--- config.mk ---
export PLATFORM = sky130hd
export DESIGN_NAME = ow_seq
export DESIGN_NICKNAME = d
export VERILOG_FILES = /design/src/rtl/ow_seq_pkg.sv /design/src/rtl/ow_line_sync.sv /design/src/rtl/ow_tick_timer.sv /design/src/rtl/ow_seq.sv
export SDC_FILE = /design/constraint.sdc
export NUM_CORES = 1
export LEC_CHECK = 0
export CAP_MARGIN = 15
export CELL_PAD_IN_SITES_DETAIL_PLACEMENT = 1
export CELL_PAD_IN_SITES_GLOBAL_PLACEMENT = 2
export CORE_UTILIZATION = 41
export DETAILED_ROUTE_END_ITERATION = 10
export DONT_BUFFER_PORTS = 1
export GPL_ROUTABILITY_DRIVEN = 0
export PLACE_DENSITY_LB_ADDON = 0.1
export SYNTH_ARGS = -nofsm -noshare
export SYNTH_HDL_FRONTEND = slang
export SYNTH_SLANG_ARGS = --single-unit
--- constraint.sdc ---
create_clock -name clk_i -period 7.9 [get_ports clk_i]
set_input_delay 0.79 -clock clk_i [delete_from_list [all_inputs] [get_ports clk_i]]
set_output_delay 0.79 -clock clk_i [all_outputs]
set_load 0.01 [all_outputs]
--- src/rtl/ow_seq_pkg.sv ---
package ow_seq_pkg;

    typedef enum logic [2:0] {
        CMD_RESET = 3'd0,
        CMD_WBYTE = 3'd1,
        CMD_RBYTE = 3'd2,
        CMD_BIT   = 3'd3,
        CMD_TRIP  = 3'd4
    } cmd_e;

    typedef enum logic [1:0] {
        ST_IDLE,
        ST_RST,
        ST_SLOT
    } state_e;

    localparam int unsigned CMD_LAST = 4;

endpackage

--- src/rtl/ow_line_sync.sv ---
module ow_line_sync #(
    parameter int STAGES = 2
) (
    input  logic clk_i,
    input  logic rst_ni,
    input  logic d_i,
    output logic q_o
);
    logic [STAGES-1:0] sr_d, sr_q;

    always_comb begin
        sr_d = {sr_q[STAGES-2:0], d_i};
    end

    always_ff @(posedge clk_i or negedge rst_ni) begin
        if (!rst_ni) sr_q <= '1;
        else         sr_q <= sr_d;
    end

    assign q_o = sr_q[STAGES-1];
endmodule

--- src/rtl/ow_tick_timer.sv ---
module ow_tick_timer #(
    parameter int W = 10
) (
    input  logic         clk_i,
    input  logic         rst_ni,
    input  logic         clr_i,
    input  logic         tick_i,
    output logic [W-1:0] cnt_o
);
    logic [W-1:0] cnt_d, cnt_q;

    always_comb begin
        cnt_d = cnt_q;
        if (clr_i)       cnt_d = '0;
        else if (tick_i) cnt_d = cnt_q + 1'b1;
    end

    always_ff @(posedge clk_i or negedge rst_ni) begin
        if (!rst_ni) cnt_q <= '0;
        else         cnt_q <= cnt_d;
    end

    assign cnt_o = cnt_q;
endmodule

--- src/rtl/ow_seq.sv ---
module ow_seq
    import ow_seq_pkg::*;
#(
    parameter int STD_RST_LOW  = 480,
    parameter int STD_RST_REST = 410,
    parameter int STD_PRES     = 70,
    parameter int STD_SHORT    = 3,
    parameter int STD_W1       = 6,
    parameter int STD_W0       = 60,
    parameter int STD_SAMP     = 9,
    parameter int STD_SLOT     = 70,
    parameter int OD_RST_LOW   = 48,
    parameter int OD_RST_REST  = 40,
    parameter int OD_PRES      = 8,
    parameter int OD_SHORT     = 2,
    parameter int OD_W1        = 1,
    parameter int OD_W0        = 8,
    parameter int OD_SAMP      = 2,
    parameter int OD_SLOT      = 10,
    parameter int APU_TICKS    = 2,
    parameter int SYNC_STAGES  = 2
) (
    input  logic       clk_i,
    input  logic       rst_ni,
    input  logic       tick_i,
    input  logic       cmd_valid_i,
    input  logic [2:0] cmd_i,
    input  logic [7:0] wdata_i,
    input  logic       speed_od_i,
    input  logic       apu_i,
    input  logic       spu_i,
    input  logic       ppm_i,
    input  logic       line_i,
    output logic       drv_low_o,
    output logic       apu_en_o,
    output logic       spu_en_o,
    output logic       busy_o,
    output logic       presence_o,
    output logic       short_o,
    output logic       bit_o,
    output logic       cmp_o,
    output logic       dir_o,
    output logic [7:0] rdata_o
);
    localparam int CW = $clog2(STD_RST_LOW + STD_RST_REST + 1);
    localparam int AW = $clog2(APU_TICKS + 1);

    typedef struct packed {
        state_e        st;
        cmd_e          cmd;
        logic          od;
        logic          apu;
        logic          spu;
        logic          ppm;
        logic          hdir;
        logic          drv;
        logic [7:0]    sh;
        logic [3:0]    slot;
        logic          smp;
        logic          pres;
        logic          shrt;
        logic          bitr;
        logic          cmpr;
        logic          dir;
        logic          spu_on;
        logic [AW-1:0] apu_cnt;
    } regs_t;

    regs_t d, q;
    logic line_s, cnt_clr;
    logic [CW-1:0] cnt, tn;
    logic [CW-1:0] t_rlow, t_rrest, t_pres, t_short, t_w1, t_w0, t_samp, t_slot;
    logic wbit, done, cmd_ok;

    ow_line_sync #(.STAGES(SYNC_STAGES)) u_sync (
        .clk_i(clk_i), .rst_ni(rst_ni), .d_i(line_i), .q_o(line_s)
    );

    ow_tick_timer #(.W(CW)) u_timer (
        .clk_i(clk_i), .rst_ni(rst_ni), .clr_i(cnt_clr), .tick_i(tick_i), .cnt_o(cnt)
    );

    assign cmd_ok = (32'(cmd_i) <= CMD_LAST);

    always_comb begin
        t_rlow  = q.od ? CW'(OD_RST_LOW)  : CW'(STD_RST_LOW);
        t_rrest = q.od ? CW'(OD_RST_REST) : CW'(STD_RST_REST);
        t_pres  = q.od ? CW'(OD_PRES)     : CW'(STD_PRES);
        t_short = q.od ? CW'(OD_SHORT)    : CW'(STD_SHORT);
        t_w1    = q.od ? CW'(OD_W1)       : CW'(STD_W1);
        t_w0    = q.od ? CW'(OD_W0)       : CW'(STD_W0);
        t_samp  = q.od ? CW'(OD_SAMP)     : CW'(STD_SAMP);
        t_slot  = q.od ? CW'(OD_SLOT)     : CW'(STD_SLOT);
    end

    always_comb begin
        d       = q;
        cnt_clr = 1'b0;
        done    = 1'b0;
        tn      = cnt + 1'b1;
        if (q.cmd == CMD_TRIP)       wbit = (q.slot == 4'd2) ? q.dir : 1'b1;
        else if (q.cmd == CMD_RBYTE) wbit = 1'b1;
        else                         wbit = q.sh[0];

        if (tick_i && q.apu_cnt != '0) d.apu_cnt = q.apu_cnt - 1'b1;

        unique case (q.st)
            ST_IDLE: begin
                if (cmd_valid_i && cmd_ok) begin
                    d.cmd    = cmd_e'(cmd_i);
                    d.od     = speed_od_i;
                    d.apu    = apu_i;
                    d.spu    = spu_i;
                    d.ppm    = ppm_i;
                    d.hdir   = wdata_i[0];
                    d.sh     = wdata_i;
                    d.slot   = '0;
                    d.spu_on = 1'b0;
                    d.drv    = 1'b1;
                    cnt_clr  = 1'b1;
                    if (cmd_i == CMD_RESET) begin
                        d.st   = ST_RST;
                        d.pres = 1'b0;
                        d.shrt = 1'b0;
                    end else begin
                        d.st   = ST_SLOT;
                    end
                end
            end
            ST_RST: begin
                if (tick_i) begin
                    if (tn == t_rlow)           d.drv  = 1'b0;
                    if (tn == t_rlow + t_short) d.shrt = ~line_s;
                    if (tn == t_rlow + t_pres)  d.pres = ~line_s & ~q.ppm & ~q.shrt;
                    if (tn == t_rlow + t_rrest) d.st   = ST_IDLE;
                end
            end
            ST_SLOT: begin
                if (tick_i) begin
                    if (tn == (wbit ? t_w1 : t_w0)) d.drv = 1'b0;
                    if (tn == t_samp)               d.smp = line_s;
                    if (tn == t_slot) begin
                        cnt_clr = 1'b1;
                        d.slot  = q.slot + 1'b1;
                        d.sh    = {q.smp, q.sh[7:1]};
                        unique case (q.cmd)
                            CMD_BIT: begin
                                d.bitr = q.smp;
                                done   = 1'b1;
                            end
                            CMD_TRIP: begin
                                if (q.slot == 4'd0) d.bitr = q.smp;
                                if (q.slot == 4'd1) begin
                                    d.cmpr = q.smp;
                                    d.dir  = (q.bitr != q.smp) ? q.bitr
                                           : (q.bitr ? 1'b1 : q.hdir);
                                end
                                done = (q.slot == 4'd2);
                            end
                            default: done = (q.slot == 4'd7);
                        endcase
                        if (done) begin
                            d.st     = ST_IDLE;
                            d.spu_on = q.spu & ((q.cmd == CMD_WBYTE) || (q.cmd == CMD_BIT));
                        end else begin
                            d.drv    = 1'b1;
                        end
                    end
                end
            end
            default: d.st = ST_IDLE;
        endcase

        if (q.drv && !d.drv && q.apu) d.apu_cnt = AW'(APU_TICKS);
        if (d.drv)                    d.apu_cnt = '0;
    end

    always_ff @(posedge clk_i or negedge rst_ni) begin
        if (!rst_ni) begin
            q     <= '0;
            q.st  <= ST_IDLE;
            q.cmd <= CMD_RESET;
        end else begin
            q <= d;
        end
    end

    assign drv_low_o  = q.drv;
    assign apu_en_o   = (q.apu_cnt != '0);
    assign spu_en_o   = q.spu_on;
    assign busy_o     = (q.st != ST_IDLE);
    assign presence_o = q.pres;
    assign short_o    = q.shrt;
    assign bit_o      = q.bitr;
    assign cmp_o      = q.cmpr;
    assign dir_o      = q.dir;
    assign rdata_o    = q.sh;


    rst_release_chk: assert property (@(posedge clk_i) disable iff (!rst_ni)
        ($fell(drv_low_o) && q.st == ST_RST) |-> (cnt == t_rlow));


    ppm_mask_chk: assert property (@(posedge clk_i) disable iff (!rst_ni)
        $rose(presence_o) |-> !q.ppm);


    trip_dir_chk: assert property (@(posedge clk_i) disable iff (!rst_ni)
        (q.st == ST_SLOT && q.cmd == CMD_TRIP && q.slot == 4'd2 && bit_o != cmp_o)
            |-> (dir_o == bit_o));


    spu_rise_chk: assert property (@(posedge clk_i) disable iff (!rst_ni)
        $rose(spu_en_o) |-> $past(busy_o));


    spu_end_chk: assert property (@(posedge clk_i) disable iff (!rst_ni)
        (spu_en_o && cmd_valid_i && cmd_ok && !busy_o) |=> (!spu_en_o && drv_low_o));


    pull_excl_chk: assert property (@(posedge clk_i) disable iff (!rst_ni)
        !(drv_low_o && (apu_en_o || spu_en_o)));


    busy_hold_chk: assert property (@(posedge clk_i) disable iff (!rst_ni)
        busy_o |=> ($stable(q.cmd) && $stable(q.od) && $stable(q.ppm)));
endmodule

==> flow_summary_export.csv, run 1 <==
group,metric,value,unit
pwr,p_int,0.538,mW
worst_setup_path,worstPathArrival,3990,ps
worst_setup_path,crit_path_start,"u_timer.cnt_o[0]$_DFFE_PN0P_",
clock_network,clk_pin_slew_worst_paths,100,ps
sta,fin_crit,3790,ps
worst_setup_path,cp_cell_sequence,"ha_1 -> nand3_2 -> or3_1 -> a2111o_1 -> a211oi_4 -> and2_4 -> nor2b_1 -> mux2_1",
status,status,"complete, no violations",
die,fp.dieArea,0.00769,mm2
synthesis,synth_nets,379,
clock_network,clock-root-buffer,"clkbuf_8",
die,rows,30,
die,ios,37,
die,initial_core_util,0.434,
clock_network,post-cts-setup-buffers,0,
pwr,p_sw,0.481,mW
pwr,clkPwrFrac,0.156,
worst_setup_path,start_kind,"flip-flop",
synthesis,ys_seq_area_frac,0.366,
route,firstDrtPassIters,4,
worst_setup_path,worstReg2RegEnd,"bit_o$_DFFE_PN0P_",
synthesis,syn-cell-area,0.00301,mm2
route,viasPerCell,5.96,
pwr,pwr-share-seq,0.441,
synthesis,syn_inst,352,
placed_design,portBuffers,0,
cells_and_area,layout_commonest_cell,"nand2_1",
placed_design,preCtsSetupSlack,4170,ps
cells_and_area,final_net_count,358,
global_routing,grt.overflow.total,0,
route,drt_wl_total,8300,um
pwr,combPwrFrac,0.403,
route,routedWlPerCell,19.4,um
worst_setup_path,critical-path-max-stage-delay,750,ps
worst_setup_path,cp_slowest_cell,"dfrtp_1",
pwr,leakagePower,1.25,nW
cells_and_area,layout_common_cells,"44 x nand2_1, 42 x dfrtp_1, 35 x nor2_1",
clock_network,cts_tree,"yes",
clock_network,clkLatencyLatePin,310,ps
sta,hold_viol,0,
global_routing,grt_max_degree,45,
clock_network,cts_buffer_depth,2,
global_routing,grt_pass1_wl,13500,um
worst_setup_path,rr_worst_depth,8,
placed_design,dp_hpwl,5950,um
sta,tightest_slew,930,ps
flow_run,cap_violations,0,
route,drc_errors,0,
die,core_area,0.00694,mm2
global_routing,grt_pass1_vias,2633,
clock_network,htreeDepth,2,
global_routing,antenna_found_initial,0,
die,fp.dieW,87.7,um
cells_and_area,area_growth_syn_to_layout,2.53,%
cells_and_area,final.fill_count,853,
route,dr.first_iter.drc_count,149,
clock_network,ctsResizeCount,0,
pwr,ir_worst_vdd,0.000116,V
pwr,switching_share,0.472,
clock_network,cts_hold_repair.buffers,0,
cells_and_area,antenna_cells,0,
sta,finalCritPeriodShare,0.480,
sta,maxSlewHeadroom,0.376,
synthesis,synthDistinctLibCells,64,
hold_path,worstHoldPathType,"input port to async pin",
global_routing,grtUsageTotal,0.230,
synthesis,synth_warnings,0,
synthesis,synth-seq-cells,44,
synthesis,async_reset_ff_frac,1.00,
sta,final.setup.tns,0,ps
worst_setup_path,end_kind,"flip-flop",
clock_network,numClockSinks,44,
sta,fin_skew,8.84,ps
route,dr_total_vias,2549,
worst_setup_path,r2r-start,"u_timer.cnt_o[0]$_DFFE_PN0P_",
route,ant_nets,0,
worst_setup_path,cp_max_fo,19,
synthesis,avgSynthCellArea,8.56,um2
sta,fin_ws,4110,ps
sta,finalSetupViolCount,0,
cells_and_area,drive_gt1_frac,0.0873,
synthesis,synth-main-ff-cell,"dfrtp_1",
sta,clock.fmax,264,MHz
worst_setup_path,reg2reg_slack,4110,ps
die,dieHeight,87.7,um
worst_setup_path,path_class,"flip-flop to flip-flop",
sta,rsz0062_at_grt,"false",
worst_setup_path,critical_path_required,8100,ps
clock_network,cts_buffers,5,
pwr,pwr_density_cell,330,mW/mm2
synthesis,synth_edf_count,0,
sta,drv_slew,0,
==> how the worst max path moves through the flow <==
stage / to / slack (ps) / depth (start not counted)
2_1_floorplan: bit_o$_DFFE_PN0P_ / 5100 / 9
5_1_grt: q[12]$_DFFE_PN0P_ / 3900 / 8
3_3_place_gp: bit_o$_DFFE_PN0P_ / 4320 / 8
4_1_cts: q[10]$_DFFE_PN0P_ / 4160 / 7
6_report: bit_o$_DFFE_PN0P_ / 4110 / 8
3_5_place_dp: bit_o$_DFFE_PN0P_ / 4170 / 8
==> registers in the layout, indices dropped and copies added, names as in the netlist <==
signal,cells
u_timer.cnt_o,10
q,17
u_sync.sr_q,2
spu_en_o,1
drv_low_o,1
bit_o,1
dir_o,1
short_o,1
rdata_o,8
cmp_o,1
presence_o,1
==> cell type report <==
class,instances,area (um2),area share
Tap cell,96,120,0.0389
Clock buffer,6,82.6,0.0267
Sequential cell,44,1100,0.357
Inverter,14,52.6,0.0170
Timing Repair Buffer,1,7.51,0.00243
Multi-Input combinational cell,265,1710,0.553
Clock inverter,2,15.0,0.00486
==> logic make-up after synthesis <==
family / Yosys count / synth area share
AND/OR/NAND/NOR: 144 / 0.243
AO/OA/AOI/OAI: 82 / 0.191
flip-flops: 44 / 0.366
buffers and inverters: 43 / 0.0669
XOR/XNOR: 19 / 0.0553
multiplexers: 13 / 0.0482
adder cells (fa/ha/maj): 7 / 0.0291
==> stage by stage <==
| stage | total power [mW] | instances | utilization | hold slack, ps | area, um2 |
|---|---|---|---|---|---|
| 6_report | 1.02 | 428 | 0.445 | 162 | 3090 |
| 5_1_grt | 1.10 | 428 | 0.445 | 143 | 3090 |
| 4_1_cts | 1.02 | 428 | 0.445 | 154 | 3090 |
| 3_5_place_dp | 0.860 | 420 | 0.431 | 349 | 2990 |
| 3_3_place_gp | 0.846 | 420 | 0.431 | 348 | 2990 |
| 2_1_floorplan | 0.768 | 352 | - | 345 | 3010 |
==> power by group through the flow <==
stage          combinational, mW  sequential [mW]  clock, mW
2_1_floorplan              0.418            0.350          0
3_3_place_gp               0.398            0.448          0
3_5_place_dp               0.407            0.453          0
4_1_cts                    0.411            0.447      0.165
5_1_grt                    0.459            0.467      0.173
6_report                   0.411            0.449      0.159
==> synthesized netlist by cell type (2+ instances only) <==
library cell  number  share of area
and3_1             4         0.0083
buf_1              2         0.0025
nor3_1            10          0.017
nor3b_1            2         0.0050
a32oi_1            2         0.0058
a31o_2             2         0.0058
ha_1               7          0.029
o21bai_1           2         0.0050
dfrtp_1           42           0.35
inv_1             14          0.017
a22oi_1            9          0.022
o31a_1             2         0.0058
mux2_2             7          0.026
a21boi_0           2         0.0050
clkbuf_1          11          0.014
or3_1              5          0.010
buf_2              8          0.013
nand2b_1           2         0.0042
xor2_1             8          0.023
mux2i_1            4          0.013
buf_4              8          0.020
nand3_2            2         0.0066
dfstp_2            2          0.017
nand2_1           44          0.055
nand3b_1           4          0.010
a21o_1             3         0.0075
xnor2_1           11          0.032
a31oi_1            4         0.0083
o31ai_1            3         0.0075
nor2_1            35          0.044
o21ai_1            3         0.0050
o21ai_0           18          0.030
or4_1              3         0.0075
and2_1             4         0.0083
a211oi_1           2         0.0050
nor4_1             3         0.0062
o2111ai_1          2         0.0058
o22ai_1            5          0.010
a21oi_1            9          0.015
nand4_1           12          0.025
nand3_1            7          0.012
==> per-layer routing <==
metal / vias up / track usage / routed length [um]
li1: 1211 / - / -
met1: 1261 / 0.324 / 3790
met2: 68 / 0.371 / 3940
met3: 9 / 0.0330 / 479
met4: 0 / 0.0537 / 85
met5: - / 0 / 0
==> critical path, delay by kind of cell, from the launching register on <==
family | cells | cell delay (ps)
AOI/OAI and AO/OA | 2 | 880
muxes | 1 | 330
adders and majority gates | 1 | 550
and+or+nand+nor | 4 | 1160
DFF | 1 | 750
No activity file was read; power rests on OpenSTA's default activity.
==> run 2: changes to the inputs <==
--- a/config.mk
+++ b/config.mk
@@ -8,7 +8,7 @@
 export CAP_MARGIN = 15
 export CELL_PAD_IN_SITES_DETAIL_PLACEMENT = 1
 export CELL_PAD_IN_SITES_GLOBAL_PLACEMENT = 2
-export CORE_UTILIZATION = 41
+export CORE_UTILIZATION = 39
 export DETAILED_ROUTE_END_ITERATION = 10
 export DONT_BUFFER_PORTS = 1
 export GPL_ROUTABILITY_DRIVEN = 0
==> constraint.sdc (replaced) <==
create_clock -name clk_i -period 3.7 [get_ports clk_i]
set_input_delay 0.37 -clock clk_i [delete_from_list [all_inputs] [get_ports clk_i]]
set_output_delay 0.37 -clock clk_i [all_outputs]
set_load 0.01 [all_outputs]
==> run 2 against run 1 <==
  * Sequential share of layout area is 1.1 points lower
  * Core utilization is 1.3 points lower
  * Hold slack worse by 100 ps
  * Clock power is 150% higher
  * Maximum frequency is 17% higher
  * Cell count is 2.3% higher
  * Design area is 3.1% higher
  * Critical path type unchanged
  * Critical endpoint is now spu_en_o$_DFFE_PN0P_
  * Highest routed layer unchanged
==> flow_summary_export.csv, run 2 (synthesis gave the netlist of run 1 again) <==
group,metric,value,unit
worst_setup_path,start_kind,"flip-flop",
clock_network,cts_tree,"yes",
cells_and_area,finalNonFillerCells,438,
clock_network,clkLatencyLatePin,310,ps
hold_path,worstHoldPathType,"input port to flip-flop",
worst_setup_path,cp_slowest_cell,"or4_1",
pwr,p_int,1.24,mW
pwr,pwr-share-seq,0.389,
worst_setup_path,worstReg2RegEnd,"spu_en_o$_DFFE_PN0P_",
global_routing,antenna_found_initial,0,
worst_setup_path,critical-path-max-stage-delay,580,ps
global_routing,grt_pass1_wl,14100,um
worst_setup_path,worstPathArrival,3410,ps
hold_path,min-delay-start,"line_i",
sta,fin_crit,3250,ps
route,dr.first_iter.drc_count,120,
placed_design,dp_hpwl,6080,um
sta,drv_slew,0,
pwr,clkPwrFrac,0.172,
pwr,pwr_density_cell,718,mW/mm2
die,initial_core_util,0.409,
global_routing,grt_pass1_vias,2717,
global_routing,grt_max_degree,45,
pwr,switching_share,0.459,
placed_design,portBuffers,0,
global_routing,grt.overflow.total,0,
cells_and_area,drive_gt1_frac,0.103,
pwr,total_power,2.29,mW
worst_setup_path,rr_worst_depth,8,
cells_and_area,regMostFlops,"q",
route,drc_errors,0,
sta,finalSetupViolCount,0,
clock_network,ctsResizeCount,0,
pwr,p_sw,1.05,mW
die,ios,37,
cells_and_area,layout_commonest_cell,"nand2_1",
sta,rsz0062_at_grt,"false",
worst_setup_path,reg2reg_slack,450,ps
die,core_area,0.00737,mm2
flow_run,cap_violations,0,
cells_and_area,final_cell_area,0.00318,mm2
cells_and_area,antenna_cells,0,
sta,finalCritPeriodShare,0.878,
worst_setup_path,cp_cell_sequence,"ha_1 -> a21boi_0 -> or4_1 -> a221o_1 -> a2111oi_2 -> o21ai_1 -> o21ai_1 -> o21ai_1",
sta,fin_skew,11.7,ps
worst_setup_path,cp_max_fo,13,
worst_setup_path,end_kind,"flip-flop",
hold_path,hold_depth,0,
die,fp.dieArea,0.00808,mm2
worst_setup_path,critical_path_required,3860,ps
route,drt_wl_total,8310,um
pwr,combPwrFrac,0.438,
die,fp.dieW,89.9,um
cells_and_area,largest_reg_flops,17,
clock_network,clock-root-buffer,"clkbuf_8",
worst_setup_path,crit_top_cell,"o21ai_1",
clock_network,clk_pin_slew_worst_paths,100,ps
route,dr_total_vias,2556,
sta,clock.fmax,308,MHz
status,status,"complete, no violations",
route,viasPerCell,5.84,
clock_network,numClockSinks,44,
clock_network,cts_buffer_depth,2,
sta,hold_viol,0,
die,rows,31,
clock_network,cts_buffers,5,
clock_network,htreeDepth,2,
global_routing,grtUsageTotal,0.219,
sta,tightest_slew,955,ps
pwr,ir_worst_vdd,0.000251,V
cells_and_area,final_net_count,365,
placed_design,dpl_cell_area,0.00303,mm2
sta,final.setup.tns,0,ps
sta,maxSlewHeadroom,0.359,
hold_path,holdPathEnd,"u_sync.sr_q[0]$_DFF_PN1_",
placed_design,placed_cells,428,
cells_and_area,layout_common_cells,"44 x nand2_1, 42 x dfrtp_1, 35 x nor2_1",
worst_setup_path,r2r-start,"u_timer.cnt_o[1]$_DFFE_PN0P_",
die,dieHeight,89.9,um
worst_setup_path,path_class,"flip-flop to flip-flop",
cells_and_area,area_growth_syn_to_layout,5.73,%
route,routedWlPerCell,19.0,um
route,firstDrtPassIters,4,
pwr,leakagePower,1.30,nW
route,ant_nets,0,
-- run 2: worst max-delay path by stage --
stage / start / to / cells past startpoint
after CTS: u_timer.cnt_o[1]$_DFFE_PN0P_ / bit_o$_DFFE_PN0P_ / 8
after detailed placement: u_timer.cnt_o[1]$_DFFE_PN0P_ / spu_en_o$_DFFE_PN0P_ / 8
final: u_timer.cnt_o[1]$_DFFE_PN0P_ / spu_en_o$_DFFE_PN0P_ / 8
after floorplan: u_timer.cnt_o[0]$_DFFE_PN0P_ / bit_o$_DFFE_PN0P_ / 9
after global routing: u_timer.cnt_o[1]$_DFFE_PN0P_ / spu_en_o$_DFFE_PN0P_ / 8
after global placement: u_timer.cnt_o[0]$_DFFE_PN0P_ / bit_o$_DFFE_PN0P_ / 8
-- run 2: power by group through the flow --
| stage | Clock (mW) | Combinational (mW) | Sequential (mW) |
|---|---|---|---|
| after floorplan | 0 | 0.893 | 0.746 |
| after CTS | 0.409 | 1.00 | 0.890 |
| after detailed placement | 0 | 0.981 | 0.900 |
| after global routing | 0.422 | 1.13 | 0.921 |
| final | 0.394 | 1.00 | 0.890 |
| after global placement | 0 | 0.970 | 0.894 |
-- run 2: area by class of cell --
class | instances | area, um2
clock buffers | 5 | 68.8
clock inverters | 3 | 46.3
fillers | 891 | 4190
inverters | 14 | 52.6
multi-input cells | 265 | 1710
flip-flops and latches | 44 | 1100
well taps | 99 | 124
repair buffers | 8 | 82.6
-- run 2: timing repair --
item	4_1_cts	5_1_grt
hold buffers	2	0
hold endpoints to repair	44	0
buffers inserted	0	0
endpoints found under the setup margin	0	0
-- run 2: per-layer routing --
layer,track usage,vias up,part of all wire
met5,0,-,0
met4,0.0591,0,0.015
met3,0.0406,14,0.027
met2,0.363,36,0.47
met1,0.292,1278,0.49
li1,-,1228,-
-- run 2: critical path: cells and delay by family (launching register included) --
kind            cells  cell delay (ps)
simple gates        1              580
compound gates      6             1720
fa+ha+maj           1              420
flops               1              370
-- run 2: metrics by stage --
stage	utilization	hold slack, ps	setup slack [ps]
finish	0.432	57.5	451
global placement	0.411	75.7	562
floorplan	-	74.4	896
detailed placement	0.411	75.4	480
global route	0.432	36.0	195
CTS	0.432	47.9	450
